### config.mk
export PLATFORM = sky130hd
export DESIGN_NAME = bidx_addr_gen
export DESIGN_NICKNAME = d
export VERILOG_FILES = /design/src/rtl/bidx_pkg.sv /design/src/rtl/bidx_mode_dec.sv /design/src/rtl/bidx_bank_regs.sv /design/src/rtl/bidx_offset_add.sv /design/src/rtl/bidx_addr_gen.sv
export SDC_FILE = /design/constraint.sdc
export NUM_CORES = 1
export LEC_CHECK = 0
export CAP_MARGIN = 15
export CELL_PAD_IN_SITES_DETAIL_PLACEMENT = 1
export CELL_PAD_IN_SITES_GLOBAL_PLACEMENT = 2
export CORE_MARGIN = 2
export CORE_UTILIZATION = 23
export DETAILED_ROUTE_END_ITERATION = 7
export PLACE_DENSITY = 0.95
export SYNTH_ARGS = -nofsm -noshare
export SYNTH_HDL_FRONTEND = slang
export SYNTH_SLANG_ARGS = --single-unit
### constraint.sdc
create_clock -name clk_i -period 18.6 [get_ports clk_i]
set_input_delay 5.58 -clock clk_i [delete_from_list [all_inputs] [get_ports clk_i]]
set_output_delay 5.58 -clock clk_i [all_outputs]
set_load 0.005 [all_outputs]
### src/rtl/bidx_pkg.sv
package bidx_pkg;
  localparam int unsigned MODE_W = 3;

  typedef enum logic [MODE_W-1:0] {
    AM_DIRECT = 3'd0,
    AM_IND_X  = 3'd1,
    AM_IND_Y  = 3'd2,
    AM_DISP_X = 3'd3,
    AM_DISP_Y = 3'd4
  } am_e;

  typedef struct packed {
    logic use_idx;
    logic sel_y;
    logic add_disp;
  } am_ctl_t;
endpackage

### src/rtl/bidx_mode_dec.sv
module bidx_mode_dec
  import bidx_pkg::*;
(
  input  logic [MODE_W-1:0] mode_i,
  output am_ctl_t           ctl_o
);
  always_comb begin
    ctl_o = '0;
    case (mode_i)
      AM_IND_X:  ctl_o = '{use_idx: 1'b1, sel_y: 1'b0, add_disp: 1'b0};
      AM_IND_Y:  ctl_o = '{use_idx: 1'b1, sel_y: 1'b1, add_disp: 1'b0};
      AM_DISP_X: ctl_o = '{use_idx: 1'b1, sel_y: 1'b0, add_disp: 1'b1};
      AM_DISP_Y: ctl_o = '{use_idx: 1'b1, sel_y: 1'b1, add_disp: 1'b1};
      default:   ctl_o = '0;
    endcase
  end
endmodule

### src/rtl/bidx_bank_regs.sv
module bidx_bank_regs #(
  parameter int unsigned NUM_BANKS = 2,
  parameter int unsigned BANK_W    = 4
) (
  input  logic                             clk_i,
  input  logic                             rst_ni,
  input  logic [NUM_BANKS-1:0]             ld_i,
  input  logic [BANK_W-1:0]                data_i,
  output logic [NUM_BANKS-1:0][BANK_W-1:0] bank_o
);
  for (genvar g = 0; g < NUM_BANKS; g++) begin : g_bank
    always_ff @(posedge clk_i or negedge rst_ni) begin
      if (!rst_ni)       bank_o[g] <= '0;
      else if (ld_i[g])  bank_o[g] <= data_i;
    end
  end
endmodule

### src/rtl/bidx_offset_add.sv
module bidx_offset_add #(
  parameter int unsigned OFS_W  = 16,
  parameter int unsigned DISP_W = 8
) (
  input  logic [OFS_W-1:0]  base_i,
  input  logic [DISP_W-1:0] disp_i,
  input  logic              en_i,
  output logic [OFS_W-1:0]  sum_o
);
  localparam int unsigned EXT_W = OFS_W - DISP_W;

  logic [OFS_W-1:0] disp_ext;

  always_comb begin
    disp_ext = en_i ? {{EXT_W{disp_i[DISP_W-1]}}, disp_i} : '0;
    sum_o    = base_i + disp_ext; // carry out dropped by width
  end
endmodule

### src/rtl/bidx_addr_gen.sv
module bidx_addr_gen
  import bidx_pkg::*;
#(
  parameter int unsigned OFS_W      = 16,
  parameter int unsigned BANK_W     = 4,
  parameter int unsigned DISP_W     = 8,
  parameter logic [15:0] HAZARD_PTR = 16'hFFEC
) (
  input  logic                    clk_i,
  input  logic                    rst_ni,
  input  logic                    ld_xbank_i,
  input  logic                    ld_ybank_i,
  input  logic [BANK_W-1:0]       bank_data_i,
  input  logic [MODE_W-1:0]       mode_i,
  input  logic [OFS_W-1:0]        ix_i,
  input  logic [OFS_W-1:0]        iy_i,
  input  logic [DISP_W-1:0]       disp_i,
  input  logic [OFS_W-1:0]        dir_addr_i,
  input  logic                    wr_req_i,
  output logic [OFS_W+BANK_W-1:0] addr_o,
  output logic                    undef_o,
  output logic                    wr_strobe_o
);
  localparam int unsigned NUM_BANKS = 2;
  localparam int unsigned BX = 0;
  localparam int unsigned BY = 1;

  am_ctl_t                         ctl;
  logic [NUM_BANKS-1:0][BANK_W-1:0] bank_q;
  logic [OFS_W-1:0]                idx_sel;
  logic [OFS_W-1:0]                ofs;
  logic [BANK_W-1:0]               bank_sel;

  bidx_mode_dec u_dec (
    .mode_i (mode_i),
    .ctl_o  (ctl)
  );

  bidx_bank_regs #(
    .NUM_BANKS (NUM_BANKS),
    .BANK_W    (BANK_W)
  ) u_banks (
    .clk_i  (clk_i),
    .rst_ni (rst_ni),
    .ld_i   ({ld_ybank_i, ld_xbank_i}),
    .data_i (bank_data_i),
    .bank_o (bank_q)
  );

  assign idx_sel = ctl.sel_y ? iy_i : ix_i;

  bidx_offset_add #(
    .OFS_W  (OFS_W),
    .DISP_W (DISP_W)
  ) u_add (
    .base_i (idx_sel),
    .disp_i (disp_i),
    .en_i   (ctl.add_disp),
    .sum_o  (ofs)
  );

  assign bank_sel = ctl.sel_y ? bank_q[BY] : bank_q[BX];

  always_comb begin
    if (ctl.use_idx) addr_o = {bank_sel, ofs};
    else             addr_o = {{BANK_W{1'b0}}, dir_addr_i};
  end

  // undefined write through X indirect at the hazard pointer
  assign undef_o     = wr_req_i && (mode_i == AM_IND_X) && (ix_i == HAZARD_PTR[OFS_W-1:0]);
  assign wr_strobe_o = wr_req_i && !undef_o;
endmodule

==> impl_metrics.ini <==
[run_status]
status = complete, no violations

[sta]
slew_viol_final = 0
grt_setup_unrepaired = false
finalSetupViolCount = 0
clock_skew_ps = 0
hold_violations = 0
tightest_slew_ps = 939
timing.final.crit_period_ps = 15280
worst_slack_ps = 3320
post-route-period-util_pct = 82.1
tns_ps = 0
slew-limit-headroom_pct = 37.2
fmax_mhz = 65.5

[hold_path]
hold_path_startpoint = u_banks.bank_o[5]
min_path_type = reg -> reg

[critical_path]
crit_arrival_ps = 9700
end_kind = output pin
crit_path_max_incr_delay_ps = 730
cp_slowest_cell = nor2_1
r2r_start = u_banks.bank_o[7]
path_cells = clkdlybuf4s50_1, xnor2_1, nor2_1, mux2_2, ha_1, nand2_1, a21boi_0, o31a_1, nor3_1, o31ai_1, clkdlybuf4s50_1
cp.required_ps = 13020
start_kind = input port
crit_path_frequent_cell = clkdlybuf4s50_1
crit_type = in -> out
worst-path-max-fanout = 12
setup.worst_path.start = mode_i[1]

[clock_tree]
tritoncts = yes
cts.path.max_buffers = 2
cts_resized = 0
cts_max_level = 1
cts_buffers = 3
root_buffer = clkbuf_8
clock_latency_ps = 220
cts_sinks = 8
cts.clk_slew.worst_paths_ps = 40
post_cts_buffers = 0
cts.hold.buffers_added = 0

[global_routing]
grt_pass1_wl_um = 10900
antenna_found_initial = 0
grt_pass1_vias = 2203
track_usage_pct = 16.0
overflow = 0
grt_max_degree = 24

[logic_synthesis]
synth-edff-count = 0
synth_area_leaders = mux2_2 (14%), dfrtp_1 (11%), ha_1 (11%), nand2_1 (4.7%), o21ai_0 (4.0%)
syn_area_per_cell_um2 = 7.72
ys_dominant_reg_cell = dfrtp_1
synth_seq_area_share_pct = 11.4
synth_cell_types = 47
async_reset_ff_share_pct = 100
synth_common_cells = mux2_2 (22), nand2_1 (22), ha_1 (15)
ys_ff_latch = 8
ys_warn_count = 0
post-synth-top-area-fraction_pct = 14.1
synth_top_area_cell = mux2_2
syn_area_um2 = 1750
netlist_instances = 227
syn-num-nets = 311

[pwr]
ir_drop_v = 0.0000185
power_density_nw_per_um2 = 42.9
p_leak_uw = 0.00115

[cells_and_area]
reg.largest.list = u_banks.bank_o x8
largest_reg_flops = 8
register_area_um2 = 200
multi_input_area_um2 = 1470
max_flop_register = u_banks.bank_o
areaGrowthSynthToFinish_pct = 57.3
final_layout_size_suffix_gt1_share_pct = 9.80
final_nets = 392
nFillCells = 850
diodes = 0

[floorplan]
die_x_um = 91.3
start_util_pct = 23.9
dieArea_um2 = 8340
fp-row-count = 31
coreArea_um2 = 7330
die_height_um = 91.3
num_io_pins = 90

[route]
wirelength_um = 6620
met1_length_um = 3120
wire_per_inst_um = 16.3
antenna_left = 0
drtPass1Iterations = 4
num_vias = 2068
via_per_inst = 5.11
dr_wl_met2_um = 3050
drc_errors = 0
highest_layer = met4
drt_iter0_drc = 68
met3_length_um = 318

[place]
routabilityCongestion = 0.824
port_buffers = 89
hpwlAfterDp_um = 5430
dp_slack_ps = 3350

[flow_run]
cap_viol_max_count = 0
power by group:
group,internal (uW),leakage [uW],switching (uW)
combinational,43.8,0.00104,34.0
sequential,19.2,0.0000935,0.874
clock,14.0,0.0000216,6.29
stage by stage:
stage	hold slack [ps]	total power [uW]	instance area (um2)	utilization, %	instances
5_1_grt	517	128	2760	37.6	405
4_1_cts	504	119	2760	37.6	405
2_1_floorplan	480	59.7	1750	-	227
3_3_place_gp	489	96.7	2720	37.1	402
6_report	506	118	2760	37.6	405
3_5_place_dp	495	98.0	2720	37.1	402
cell families (layout without fill, tap and decap cells):
group / Yosys count / in the layout / share of synthesized area [%]
adders and majority gates: 16 / 16 / 11.8
AOI/OAI and AO/OA: 64 / 64 / 25.1
buffers and inverters: 20 / 99 / 4.64
DFF: 8 / 8 / 11.4
xor gates and xnor gates: 5 / 5 / 2.50
and+or+nand+nor: 86 / 86 / 26.9
muxes: 28 / 28 / 17.6
cell usage in the layout (no fill, tap or decap), drive strengths merged, types with 2 or more instances in the layout:
cell type / instances
clkdlybuf4s50: 89
nor3: 5
nor2: 11
o21a: 6
clkbuf: 3
a21oi: 12
nand3: 10
nand2: 22
nor3b: 3
or3: 2
xnor2: 2
dfrtp: 8
nand4: 8
a21boi: 2
xor2: 3
and4b: 2
a211o: 4
a211oi: 3
o31ai: 3
o21ai: 14
mux2i: 6
mux2: 22
o31a: 3
or2: 2
ha: 15
nor2b: 2
and2: 9
o211a: 2
inv: 6
or4: 3
nand3b: 2
a21o: 7
o311a: 2
cell type report:
type / instances / area share [%]
clock buffers: 3 / 1.50
inverters: 6 / 0.817
multi-input cells: 199 / 53.4
flip-flops and latches: 8 / 7.26
well taps: 99 / 4.49
repair buffers: 90 / 32.6
worst paths after layout:
kind	depth (start not counted)	end	slack, ps
hold / removal	1	u_banks.bank_o[5]	510
hold reg to reg	1	u_banks.bank_o[5]	510
min in group asynchronous	1	u_banks.bank_o[7]	5650
setup / recovery	11	addr_o[8]	3320
max in group asynchronous	1	u_banks.bank_o[1]	12670
setup reg to reg	1	u_banks.bank_o[7]	17850
routing by layer:
metal | up-vias | GRT usage [%]
li1 | 1015 | -
met1 | 984 | 22.3
met2 | 59 | 25.7
met3 | 10 | 2.24
met4 | 0 | 4.42
met5 | - | 0
worst max-delay path: cells and delay by family:
kind,cells,cell delay [ps]
AO/OA/AOI/OAI,3,1160
XOR/XNOR,1,150
adder cells (fa/ha/maj),1,350
buffers and inverters,2,1110
multiplexers,1,420
AND/OR/NAND/NOR,3,890
Power figures use the tool's default switching activity.
